`src/rtl/rx_desc_pkg.sv`:
```
package rx_desc_pkg;
  localparam int FLG_ENP  = 0;
  localparam int FLG_STP  = 1;
  localparam int FLG_BUFF = 2;
  localparam int FLG_CRC  = 3;
  localparam int FLG_OFLO = 4;
  localparam int FLG_FRAM = 5;
  localparam int FLG_ERR  = 6;
  localparam int FLG_OWN  = 7;

  localparam int LOG_W = 3;
  localparam int IDX_W = (1 << LOG_W) - 1;

  typedef enum logic [3:0] {
    S_IDLE, S_OWN_CHK, S_GET_LO, S_GET_LEN, S_DATA,
    S_NXT, S_NXT_CHK, S_WB_LEN, S_WB_FLG, S_REFETCH, S_DROP
  } st_e;

  typedef enum logic [1:0] {WB_END, WB_MID, WB_TRUNC} wb_e;

  function automatic logic [11:0] neg_len(input logic [11:0] w);
    return 12'(~w + 12'd1);
  endfunction
endpackage

```
`src/rtl/rx_ring_idx.sv`:
```
module rx_ring_idx
  import rx_desc_pkg::*;
(
  input  logic             clk_i,
  input  logic             rst_ni,
  input  logic [LOG_W-1:0] log2_i,
  input  logic             adv_i,
  output logic [IDX_W-1:0] idx_o,
  output logic [IDX_W-1:0] nxt_o
);
  logic [IDX_W:0]   size_w;
  logic [IDX_W-1:0] mask_w;
  logic [IDX_W-1:0] idx_q;

  assign size_w = (IDX_W+1)'(1) << log2_i;
  assign mask_w = IDX_W'(size_w - (IDX_W+1)'(1));
  assign nxt_o  = (idx_q + IDX_W'(1)) & mask_w;
  assign idx_o  = idx_q;

  always_ff @(posedge clk_i or negedge rst_ni) begin
    if (!rst_ni)    idx_q <= '0;
    else if (adv_i) idx_q <= nxt_o;
  end

  p_wrap_r10: assert property (@(posedge clk_i) disable iff (!rst_ni)
    (adv_i && idx_q == mask_w && $stable(log2_i)) |=> (idx_q == '0));
endmodule

```
`src/rtl/rx_lane_gen.sv`:
```
module rx_lane_gen #(
  parameter int MEM_AW = 23
) (
  input  logic [7:0]        base_hi_i,
  input  logic [15:0]       base_lo_i,
  input  logic [11:0]       off_i,
  input  logic [7:0]        data_i,
  output logic [MEM_AW-1:0] waddr_o,
  output logic [1:0]        be_o,
  output logic [15:0]       wdata_o
);
  logic [23:0] byte_addr;

  assign byte_addr = {base_hi_i, base_lo_i} + 24'(off_i);
  assign waddr_o   = byte_addr[MEM_AW:1];
  // big-endian lanes: even byte in the upper half
  assign be_o      = byte_addr[0] ? 2'b01 : 2'b10;
  assign wdata_o   = {data_i, data_i};
endmodule

```
`src/rtl/rx_flag_build.sv`:
```
module rx_flag_build
  import rx_desc_pkg::*;
(
  input  wb_e        mode_i,
  input  logic       first_i,
  input  logic       crc_i,
  input  logic       fram_i,
  output logic [7:0] flag_o
);
  always_comb begin
    flag_o = '0;
    flag_o[FLG_STP] = first_i;
    case (mode_i)
      WB_END: begin
        flag_o[FLG_ENP]  = 1'b1;
        flag_o[FLG_CRC]  = crc_i;
        flag_o[FLG_FRAM] = fram_i;
      end
      WB_TRUNC: begin
        flag_o[FLG_BUFF] = 1'b1;
        flag_o[FLG_OFLO] = 1'b1;
      end
      default: ;
    endcase
    flag_o[FLG_ERR] = |flag_o[FLG_FRAM:FLG_BUFF];
  end
endmodule

```
`src/rtl/rx_desc_writer.sv`:
```
module rx_desc_writer
  import rx_desc_pkg::*;
#(
  parameter int MEM_AW = 23
) (
  input  logic              clk_i,
  input  logic              rst_ni,
  input  logic [MEM_AW-1:0] ring_base_i,
  input  logic [15:0]       ring_cfg_i,
  input  logic              rx_valid_i,
  output logic              rx_ready_o,
  input  logic [7:0]        rx_data_i,
  input  logic              rx_last_i,
  input  logic              rx_crc_err_i,
  input  logic              rx_frame_err_i,
  output logic              mem_req_o,
  output logic              mem_we_o,
  output logic [MEM_AW-1:0] mem_addr_o,
  output logic [1:0]        mem_be_o,
  output logic [15:0]       mem_wdata_o,
  input  logic [15:0]       mem_rdata_i,
  output logic              rx_int_o,
  output logic              miss_o
);
  st_e         state_q;
  wb_e         mode_q;
  logic        first_q, crc_q, fram_q, rint_q, miss_q;
  logic [7:0]  hi_q, nhi_q;
  logic [15:0] lo_q;
  logic [11:0] blen_q, cnt_q, tot_q;

  logic [IDX_W-1:0]  idx_w, nxt_w;
  logic [MEM_AW-1:0] lane_addr;
  logic [1:0]        lane_be;
  logic [15:0]       lane_data;
  logic [7:0]        flag_w;
  logic              adv_w, take_w;

  assign adv_w  = (state_q == S_WB_FLG);
  assign take_w = rx_valid_i && rx_ready_o;

  rx_ring_idx u_idx (
    .clk_i (clk_i),
    .rst_ni(rst_ni),
    .log2_i(ring_cfg_i[15:13]),
    .adv_i (adv_w),
    .idx_o (idx_w),
    .nxt_o (nxt_w)
  );

  rx_lane_gen #(.MEM_AW(MEM_AW)) u_lane (
    .base_hi_i(hi_q),
    .base_lo_i(lo_q),
    .off_i    (cnt_q),
    .data_i   (rx_data_i),
    .waddr_o  (lane_addr),
    .be_o     (lane_be),
    .wdata_o  (lane_data)
  );

  rx_flag_build u_flag (
    .mode_i (mode_q),
    .first_i(first_q),
    .crc_i  (crc_q),
    .fram_i (fram_q),
    .flag_o (flag_w)
  );

  function automatic logic [MEM_AW-1:0] desc_a(input logic [IDX_W-1:0] i,
                                               input logic [1:0] w);
    return ring_base_i + MEM_AW'({i, w});
  endfunction

  assign rx_ready_o = (state_q == S_DATA) || (state_q == S_DROP);
  assign rx_int_o   = rint_q;
  assign miss_o     = miss_q;

  always_comb begin
    mem_req_o   = 1'b0;
    mem_we_o    = 1'b0;
    mem_addr_o  = '0;
    mem_be_o    = 2'b00;
    mem_wdata_o = '0;
    case (state_q)
      S_IDLE: if (rx_valid_i) begin
        mem_req_o  = 1'b1;
        mem_addr_o = desc_a(idx_w, 2'd1);
      end
      S_OWN_CHK, S_REFETCH: begin
        mem_req_o  = 1'b1;
        mem_addr_o = desc_a(idx_w, 2'd0);
      end
      S_GET_LO: begin
        mem_req_o  = 1'b1;
        mem_addr_o = desc_a(idx_w, 2'd2);
      end
      S_DATA: if (rx_valid_i) begin
        mem_req_o   = 1'b1;
        mem_we_o    = 1'b1;
        mem_addr_o  = lane_addr;
        mem_be_o    = lane_be;
        mem_wdata_o = lane_data;
      end
      S_NXT: begin
        mem_req_o  = 1'b1;
        mem_addr_o = desc_a(nxt_w, 2'd1);
      end
      S_WB_LEN: begin
        mem_req_o   = 1'b1;
        mem_we_o    = 1'b1;
        mem_be_o    = 2'b11;
        mem_addr_o  = desc_a(idx_w, 2'd3);
        mem_wdata_o = (mode_q == WB_MID) ? 16'h0 : {4'h0, tot_q};
      end
      S_WB_FLG: begin
        mem_req_o   = 1'b1;
        mem_we_o    = 1'b1;
        mem_be_o    = 2'b11;
        mem_addr_o  = desc_a(idx_w, 2'd1);
        mem_wdata_o = {flag_w, hi_q};
      end
      default: ;
    endcase
  end

  always_ff @(posedge clk_i or negedge rst_ni) begin
    if (!rst_ni) begin
      state_q <= S_IDLE;
      mode_q  <= WB_END;
      first_q <= 1'b0;
      crc_q   <= 1'b0;
      fram_q  <= 1'b0;
      rint_q  <= 1'b0;
      miss_q  <= 1'b0;
      hi_q    <= '0;
      nhi_q   <= '0;
      lo_q    <= '0;
      blen_q  <= '0;
      cnt_q   <= '0;
      tot_q   <= '0;
    end else begin
      rint_q <= 1'b0;
      miss_q <= 1'b0;
      case (state_q)
        S_IDLE: if (rx_valid_i) begin
          first_q <= 1'b1;
          tot_q   <= '0;
          crc_q   <= 1'b0;
          fram_q  <= 1'b0;
          state_q <= S_OWN_CHK;
        end
        S_OWN_CHK: begin
          if (mem_rdata_i[8+FLG_OWN]) begin
            hi_q    <= mem_rdata_i[7:0];
            state_q <= S_GET_LO;
          end else begin
            miss_q  <= 1'b1;
            state_q <= S_DROP;
          end
        end
        S_GET_LO: begin
          lo_q    <= mem_rdata_i;
          state_q <= S_GET_LEN;
        end
        S_GET_LEN: begin
          blen_q  <= neg_len(mem_rdata_i[11:0]);
          cnt_q   <= '0;
          state_q <= S_DATA;
        end
        S_DATA: if (rx_valid_i) begin
          cnt_q <= cnt_q + 12'd1;
          tot_q <= tot_q + 12'd1;
          if (rx_last_i) begin
            crc_q   <= rx_crc_err_i;
            fram_q  <= rx_frame_err_i;
            mode_q  <= WB_END;
            state_q <= S_WB_LEN;
          end else if (cnt_q + 12'd1 == blen_q) begin
            state_q <= S_NXT;
          end
        end
        S_NXT: state_q <= S_NXT_CHK;
        S_NXT_CHK: begin
          if (mem_rdata_i[8+FLG_OWN]) begin
            nhi_q  <= mem_rdata_i[7:0];
            mode_q <= WB_MID;
          end else begin
            mode_q <= WB_TRUNC;
          end
          state_q <= S_WB_LEN;
        end
        S_WB_LEN: state_q <= S_WB_FLG;
        S_WB_FLG: begin
          rint_q <= (mode_q != WB_MID);
          case (mode_q)
            WB_MID: begin
              hi_q    <= nhi_q;
              first_q <= 1'b0;
              state_q <= S_REFETCH;
            end
            WB_TRUNC: state_q <= S_DROP;
            default:  state_q <= S_IDLE;
          endcase
        end
        S_REFETCH: state_q <= S_GET_LO;
        S_DROP: if (take_w && rx_last_i) state_q <= S_IDLE;
        default: state_q <= S_IDLE;
      endcase
    end
  end

  // ownership is released only right after the length word went out
  p_len_before_flag_r4: assert property (@(posedge clk_i) disable iff (!rst_ni)
    (state_q == S_WB_FLG) |-> ($past(mem_we_o && state_q == S_WB_LEN) && !mem_wdata_o[15]));

  p_err_summary_r6: assert property (@(posedge clk_i) disable iff (!rst_ni)
    (state_q == S_WB_FLG) |-> (mem_wdata_o[8+FLG_ERR] == |mem_wdata_o[8+FLG_FRAM:8+FLG_BUFF]));

  p_single_int_r9: assert property (@(posedge clk_i) disable iff (!rst_ni)
    rx_int_o |=> !rx_int_o);

  p_miss_nowrite_r7: assert property (@(posedge clk_i) disable iff (!rst_ni)
    miss_o |-> (!mem_we_o && !rx_int_o));

  p_byte_lane_r2: assert property (@(posedge clk_i) disable iff (!rst_ni)
    (state_q == S_DATA && mem_we_o) |-> $onehot(mem_be_o));

  p_ready_fetch_r12: assert property (@(posedge clk_i) disable iff (!rst_ni)
    (mem_req_o && !mem_we_o) |-> !rx_ready_o);
endmodule

```
`config.mk`:
```
export PLATFORM = sky130hd
export DESIGN_NAME = rx_desc_writer
export DESIGN_NICKNAME = d
export VERILOG_FILES = /design/src/rtl/rx_desc_pkg.sv /design/src/rtl/rx_ring_idx.sv /design/src/rtl/rx_lane_gen.sv /design/src/rtl/rx_flag_build.sv /design/src/rtl/rx_desc_writer.sv
export SDC_FILE = /design/constraint.sdc
export NUM_CORES = 1
export LEC_CHECK = 0
export ABC_AREA = 1
export BUFFER_PORTS_ARGS = -buffer_cell sky130_fd_sc_hd__buf_4
export CAP_MARGIN = 20
export CELL_PAD_IN_SITES_DETAIL_PLACEMENT = 2
export CELL_PAD_IN_SITES_GLOBAL_PLACEMENT = 2
export CORE_MARGIN = 4
export CORE_UTILIZATION = 35
export CTS_CLUSTER_SIZE = 10
export DETAILED_ROUTE_END_ITERATION = 10
export PLACE_DENSITY_LB_ADDON = 0.3
export SKIP_LAST_GASP = 1
export SLEW_MARGIN = 20
export SYNTH_ARGS = -nofsm -noshare
export SYNTH_HDL_FRONTEND = slang
export SYNTH_SLANG_ARGS = --single-unit
```
`constraint.sdc`:
```
create_clock -name clk_i -period 7.5 [get_ports clk_i]
set_clock_uncertainty 0.15 [all_clocks]
set_input_delay 2.25 -clock clk_i [delete_from_list [all_inputs] [get_ports clk_i]]
set_output_delay 2.25 -clock clk_i [all_outputs]
set_load 0.01 [all_outputs]
```
Yosys cells after proc, flatten, opt, wreduce, memory -nomap -nowiden

Index checks and enable logic that the tools add are counted.
W data, S select, Z words.

Output and inout port bits: 46
Register bits after elaboration: 86

Reduce and logical (&&, ||, !) cells: 23
Equal/unequal tests: 21
Add/sub/neg operators: 11
Muxes and demuxes: 49
Bitwise logic cells: 2
Shift-type cells: 1

Operator list:

| operator                | number |
|---|---|
| $pmux W23 S7            | 1 |
| $add A23 B9 Y23         | 5 |
| $mux W12                | 4 |
| $pmux W12 S2            | 2 |
| $pmux W16 S3            | 1 |
| $mux W23                | 2 |
| $pmux W4 S11            | 1 |
| $add A12 B1 Y12 const B | 3 |
| $add A24 B12 Y24        | 1 |
| $mux W4                 | 6 |
| $eq A4 B3 Y1 const B    | 4 |
| $mux W16                | 1 |
| $mux W8                 | 2 |
| $pmux W8 S2             | 1 |
| $mux W1                 | 15 |
| $eq A12 B12 Y1          | 1 |
| $eq A4 B4 Y1 const B    | 3 |
| $not A12 Y12            | 1 |
| $reduce_and A3 Y1       | 4 |
| $mux W2                 | 5 |
| $pmux W1 S2             | 5 |
| $reduce_bool A2 Y1      | 5 |
| $eq A4 B2 Y1 const B    | 2 |
| $ne A2 B2 Y1 const B    | 4 |
| other kinds (20)        | 28 |

Logic depth before layout (Yosys ltp)

Word-level depth: 6
Gate-level depth with buffers: 20

Cells and area by module

Synthesis repeated with hierarchy kept, for this count alone.

Cell total of the unflattened synthesis: 1,536
Area total of the unflattened synthesis: 9,116.2 um^2

Modules (own cells, without submodules):

| module         | area each (um^2) | seq. area each (um^2) | cells each | times used |
|---|---|---|---|---|
| rx_desc_writer | 7,146.9          | 1,976.9               | 1,171      | 1 |
| rx_lane_gen    | 1,327.5          | 0.0                   | 262        | 1 |
| rx_ring_idx    | 574.3            | 175.2                 | 90         | 1 |
| rx_flag_build  | 67.6             | 0.0                   | 13         | 1 |

Least setup slack after synthesis

No wires, ideal clock.

Kind: input-to-output
From: input port ring_cfg_i[14]
To: output port mem_addr_o[22]
Cell stages on the path: 15
Setup slack: 1,184 ps
Data arrival time: 3,916 ps
Required time: 5,100 ps
Cell sequence: nand2_1 inv_1 nand3_1 o21bai_1 o21ai_0 ha_1 nand2_1 nor2_1 nand4_1 or2_0 a21oi_2 nand2_1 nand2_1 nand3_1 nand3_1

Cells in the longest elaborated chain, start to end: 5

RTL lines:

| item               | line                 | source |
|---|---|---|
| start: declaration | rx_desc_writer.sv:9  | `input logic [15:0] ring_cfg_i,` |
| $shl A1 B3 Y7      | rx_ring_idx.sv:15    | `assign size_w = (IDX_W+1)'(1) << log2_i;` |
| $sub A7 B1 Y7      | rx_ring_idx.sv:16    | `assign mask_w = IDX_W'(size_w - (IDX_W+1)'(1));` |
| $and A7 B7 Y7      | rx_ring_idx.sv:17    | `assign nxt_o = (idx_q + IDX_W'(1)) & mask_w;` |
| $add A23 B9 Y23    | rx_desc_writer.sv:71 | `return ring_base_i + MEM_AW'({i, w});` |
| $pmux W23 S7       | rx_desc_writer.sv:84 | `case (state_q)` |
| end: declaration   | rx_desc_writer.sv:18 | `output logic [MEM_AW-1:0] mem_addr_o,` |

No other way between the ends.

Worst setup path after layout

From: input port ring_cfg_i[15]
To: output port mem_addr_o[10]

Same word-level chain as after synthesis.

==> summary.md <==
| Metric | Value |
|---|---|
| Finished Cell Area | roughly 10000 um2 |
| Post-synthesis share of cell area spent on and, or, nand and nor gates | between 30 and 40% |
| Worst flop-to-flop path endpoint | state_q[0]$_DFFE_PN0P_ |
| Gate count of the mapped netlist | approximately 1400 |
| Type of the worst min-delay path | reg2reg |
| Post-detailed-placement cell area | between 9000 and 10000 um2 |
| Maximum resistive drop on vdd | around 140 uV |
| Overall power after layout | between 3 and 4 mW |
| Maximum number of pins on one net before global-route repair | 72 |
| Share of the synthesized area in the top cell type | 24.6% |
| Highest achievable clock rate | around 140 MHz |
| Number of distinct library cells after synthesis | 49 |
| Run status | finished clean |
| Number of global-route vias before repair | between 10000 and 15000 |
| Number of enable flip-flop cells after synthesis | 0 |
| Setup repair after global routing missed its margin | false |
| Final standard cell count with taps included and fillers excluded | 1787 |
| Port Buf Inserts | a little over 100 |
| Hold WS | roughly 340 ps |
| Critical path fanouts, max | 5 |
| # rows | 57 |
| Full die area | roughly 28000 um2 |
| Capturing element of the worst setup path | mem_addr_o[10] |
| Post-route DRC | 0 |
| Start of the worst register-to-register path | cnt_q[1]$_DFFE_PN0P_ |
| Leading cell type in the layout, fill and taps excluded | sky130_fd_sc_hd__nand2_1 |
| Placer congestion estimate | roughly 0.92 |
| Die boundary height | about 170 um |
| Routed WL per cell | between 20 and 25 um |
| WL final | about 38000 um |
| First-pass GRT wire length | 60800 um |
| TritonCTS Buffers | 9 |
| CTS H-tree lvls | 3 |
| Kind of start point of the critical path | input port |
| CP endpoint kind | output port |
| Type of the worst setup path | in2out |
| Count of pins over their slew limit | 0 |
| Post-synthesis cell area | 8730 um2 |
| Fraction of the mapped netlist area in adder cells | 6.36% |
| Post-synthesis cell type with the largest combined area | sky130_fd_sc_hd__dfrtp_1 |
| Layout cell share with drive strength beyond 1 | ~14% |
| Beginning of the critical path | ring_cfg_i[15] |
| Count of yosys warnings during synthesis | 0 |
| Leading cell types by total area after synthesis | sky130_fd_sc_hd__dfrtp_1 (25%), sky130_fd_sc_hd__nand2_1 (16%), sky130_fd_sc_hd__nand3_1 (9.1%) |
| Async SR Flop Fraction | 100% |
| FF-to-FF setup slack | between 4000 and 5000 ps |
| Total routing usage reported by global routing | roughly 27% |
| Synthesized net count | roughly 1500 |
| Number of top-level pins | roughly 120 |
| Max incr delay on CP | 340 ps |
| Post-synthesis average cell area | 6.34 um2 |
| Mux share of post-synthesis cell area | 0% |
| Clk_lat worst skew | about 360 ps |
| Postcts setup bufs | 0 |
| Normalized max-slew margin | between 30% and 40% |
| Total half-perimeter wirelength after legalization and detailed placement | a little over 30000 um |
| Vias per cell | about 5.6 |
| Final setup violating endpoints | 0 |
| Cell at the root of the clock tree | sky130_fd_sc_hd__clkbuf_16 |
| Pin slew with the least headroom to its limit | 971 ps |
| Lkg Pwr | a little under 5 nW |
| Post-layout net count | 1569 |
| Post-layout minimum cycle time | approximately 7000 ps |
| Area share of xor/xnor cells in the synthesized design | around 1.9% |
| Inserted Diodes | 0 |
| Synth-to-Final Area Change | 14.9% |
| Number of antenna violations at the first check in global routing | 1 |
| Slowest stage cell, crit path | sky130_fd_sc_hd__a21oi_1 |
| GRT overflow | 0 |
| Flip-flop and latch count after synthesis | 86 |
| Sequential fraction of the synthesis area | about a quarter |
| Number of iterations in the first detailed-routing pass | 5 |
| Count of final hold-check violations | 0 |
| Worst r2r path cells | 13 |
| Setup total negative slack | 0 ps |
| Compound-gate portion of the synthesized area | 19.7% |
| Post-CTS sizing | 0 |
| Critical-path cell list | buf_4, inv_1, a21oi_1, nand2_1, o21ai_0, ha_1, a21oi_1, o21ai_0, a21oi_1, o21ai_0, o211ai_1, nand2_1, nand2_1, buf_4 |
| Power density over the cells | about 350 nW/um2 |
| Initial detailed-routing violation count | ~420 |
| Leading cell types in the layout, fill and taps excluded | sky130_fd_sc_hd__nand2_1 (375), sky130_fd_sc_hd__inv_1 (165), sky130_fd_sc_hd__nand3_1 (158) |
| Most instantiated flip-flop cell in the synthesis netlist | sky130_fd_sc_hd__dfrtp_1 |
| Clock edge transition at the registers on the reported setup and hold paths | about 70 ps |
| Required time of the critical path | between 5000 and 6000 ps |
| Filler Cell Count | 3051 |
| Combinational family with the most area after synthesis | simple AND/OR/NAND/NOR gates |
| Part of the cycle the worst path needs | 96.1% |
| Total of hold buffers inserted after clock tree synthesis | 0 |
| Remaining antenna violation count | 0 |
| DIE WIDTH | 166 um |
| Vias after detailed routing | between 10000 and 15000 |
| Clock Sink Count | 86 |
| Dpl cells | 1771 |
| Maximum buffer depth of the clock tree | 2 |
| Starting utilization of the core area | between 30% and 40% |
| Floorplan core area | between 20000 and 25000 um2 |
| Crit path arrival time | approximately 4800 ps |
| TritonCTS clock tree | done |
| Max-cap violations | 0 |
[cell type report]
class                           count  area (um2)  area share [%]
Clock buffer                        9         225            2.24
Clock inverter                      7        91.3           0.910
Inverter                          184         691            6.88
Multi-Input combinational cell   1071        5680            56.6
Sequential cell                    86        2150            21.4
Tap cell                          324         405            4.04
Timing Repair Buffer              106         796            7.93
[sequential cells by signal, summed over array words and instances, names as in the netlist]
name         flops
fram_q           1
state_q          4
mode_q           2
blen_q          12
cnt_q           12
miss_o           1
first_q          1
lo_q            16
crc_q            1
tot_q           12
u_idx.idx_o      7
hi_q             8
nhi_q            8
rx_int_o         1
[where the power goes]
part / switching [mW] / internal [mW] / leakage, nW
combinational: 1.50 / 0.748 / 3.60
clock: 0.228 / 0.267 / 0.151
sequential: 0.179 / 0.641 / 1.11
total: 1.91 / 1.66 / 4.86
[cells in the mapped netlist, types with 2 or more instances]
cell	count
sky130_fd_sc_hd__nand2_1	375
sky130_fd_sc_hd__inv_1	165
sky130_fd_sc_hd__nand3_1	158
sky130_fd_sc_hd__o21ai_0	125
sky130_fd_sc_hd__nor2_1	94
sky130_fd_sc_hd__dfrtp_1	86
sky130_fd_sc_hd__a21oi_1	69
sky130_fd_sc_hd__ha_1	38
sky130_fd_sc_hd__o21ai_1	24
sky130_fd_sc_hd__nand4_1	21
sky130_fd_sc_hd__buf_2	19
sky130_fd_sc_hd__inv_2	19
sky130_fd_sc_hd__nor2_2	15
sky130_fd_sc_hd__o211ai_1	15
sky130_fd_sc_hd__o22ai_1	13
sky130_fd_sc_hd__xor2_1	13
sky130_fd_sc_hd__o221ai_1	11
sky130_fd_sc_hd__nor3_1	9
sky130_fd_sc_hd__or2_2	9
sky130_fd_sc_hd__nor2_4	8
sky130_fd_sc_hd__a21oi_2	7
sky130_fd_sc_hd__clkbuf_1	7
sky130_fd_sc_hd__buf_4	6
sky130_fd_sc_hd__nand2_2	6
sky130_fd_sc_hd__xnor2_1	6
sky130_fd_sc_hd__a31oi_1	5
sky130_fd_sc_hd__nand3_2	5
sky130_fd_sc_hd__nand3b_1	5
sky130_fd_sc_hd__buf_6	4
sky130_fd_sc_hd__fa_1	4
sky130_fd_sc_hd__o2111ai_1	4
sky130_fd_sc_hd__o21a_1	4
sky130_fd_sc_hd__o21ai_2	4
sky130_fd_sc_hd__nor2_8	3
sky130_fd_sc_hd__o21bai_1	3
sky130_fd_sc_hd__a221oi_1	2
sky130_fd_sc_hd__nor4_1	2
sky130_fd_sc_hd__nor4_4	2
sky130_fd_sc_hd__o32ai_2	2
sky130_fd_sc_hd__or2_0	2
[layer usage]
metal  routed length (um)  vias to the layer above  track usage, %
li1                     -                     4748               -
met2                19300                      160            49.5
met3                 1140                       80            3.62
met4                 1380                        2            10.9
met1                16100                     5072            32.2
met5                    8                        -               0
[logic make-up (layout without fill, tap and decap cells)]
kind of cell,after synthesis,count (layout)
buf+inv,221,306
simple gates,715,715
fa+ha+maj,42,42
flops,86,86
xor+xnor,19,19
compound gates,295,295
[worst min path at each step]
stage                                      from  slack (ps)  depth (start not counted)                     to
final                       lo_q[9]$_DFFE_PN0P_         340                          2    lo_q[9]$_DFFE_PN0P_
after global routing      blen_q[1]$_DFFE_PN0P_         390                          2  blen_q[1]$_DFFE_PN0P_
after CTS                   lo_q[9]$_DFFE_PN0P_         340                          2    lo_q[9]$_DFFE_PN0P_
after detailed placement    lo_q[9]$_DFFE_PN0P_         320                          2    lo_q[9]$_DFFE_PN0P_
after global placement      lo_q[9]$_DFFE_PN0P_         310                          2    lo_q[9]$_DFFE_PN0P_
after floorplan             lo_q[9]$_DFFE_PN0P_         300                          2    lo_q[9]$_DFFE_PN0P_
[worst max-delay path: cells and delay by family]
kind,cells,cell delay (ps)
fa+ha+maj,1,310
simple gates,3,300
buf+inv,3,310
compound gates,7,1620
[metrics by stage]
stage               utilization (%)  setup slack (ps)
global route                   41.0             0.891
global placement               39.7               454
finish                         41.0               294
CTS                            41.0               331
detailed placement             39.7               323
floorplan                         -              1180
(Power assumes the default switching activity.)
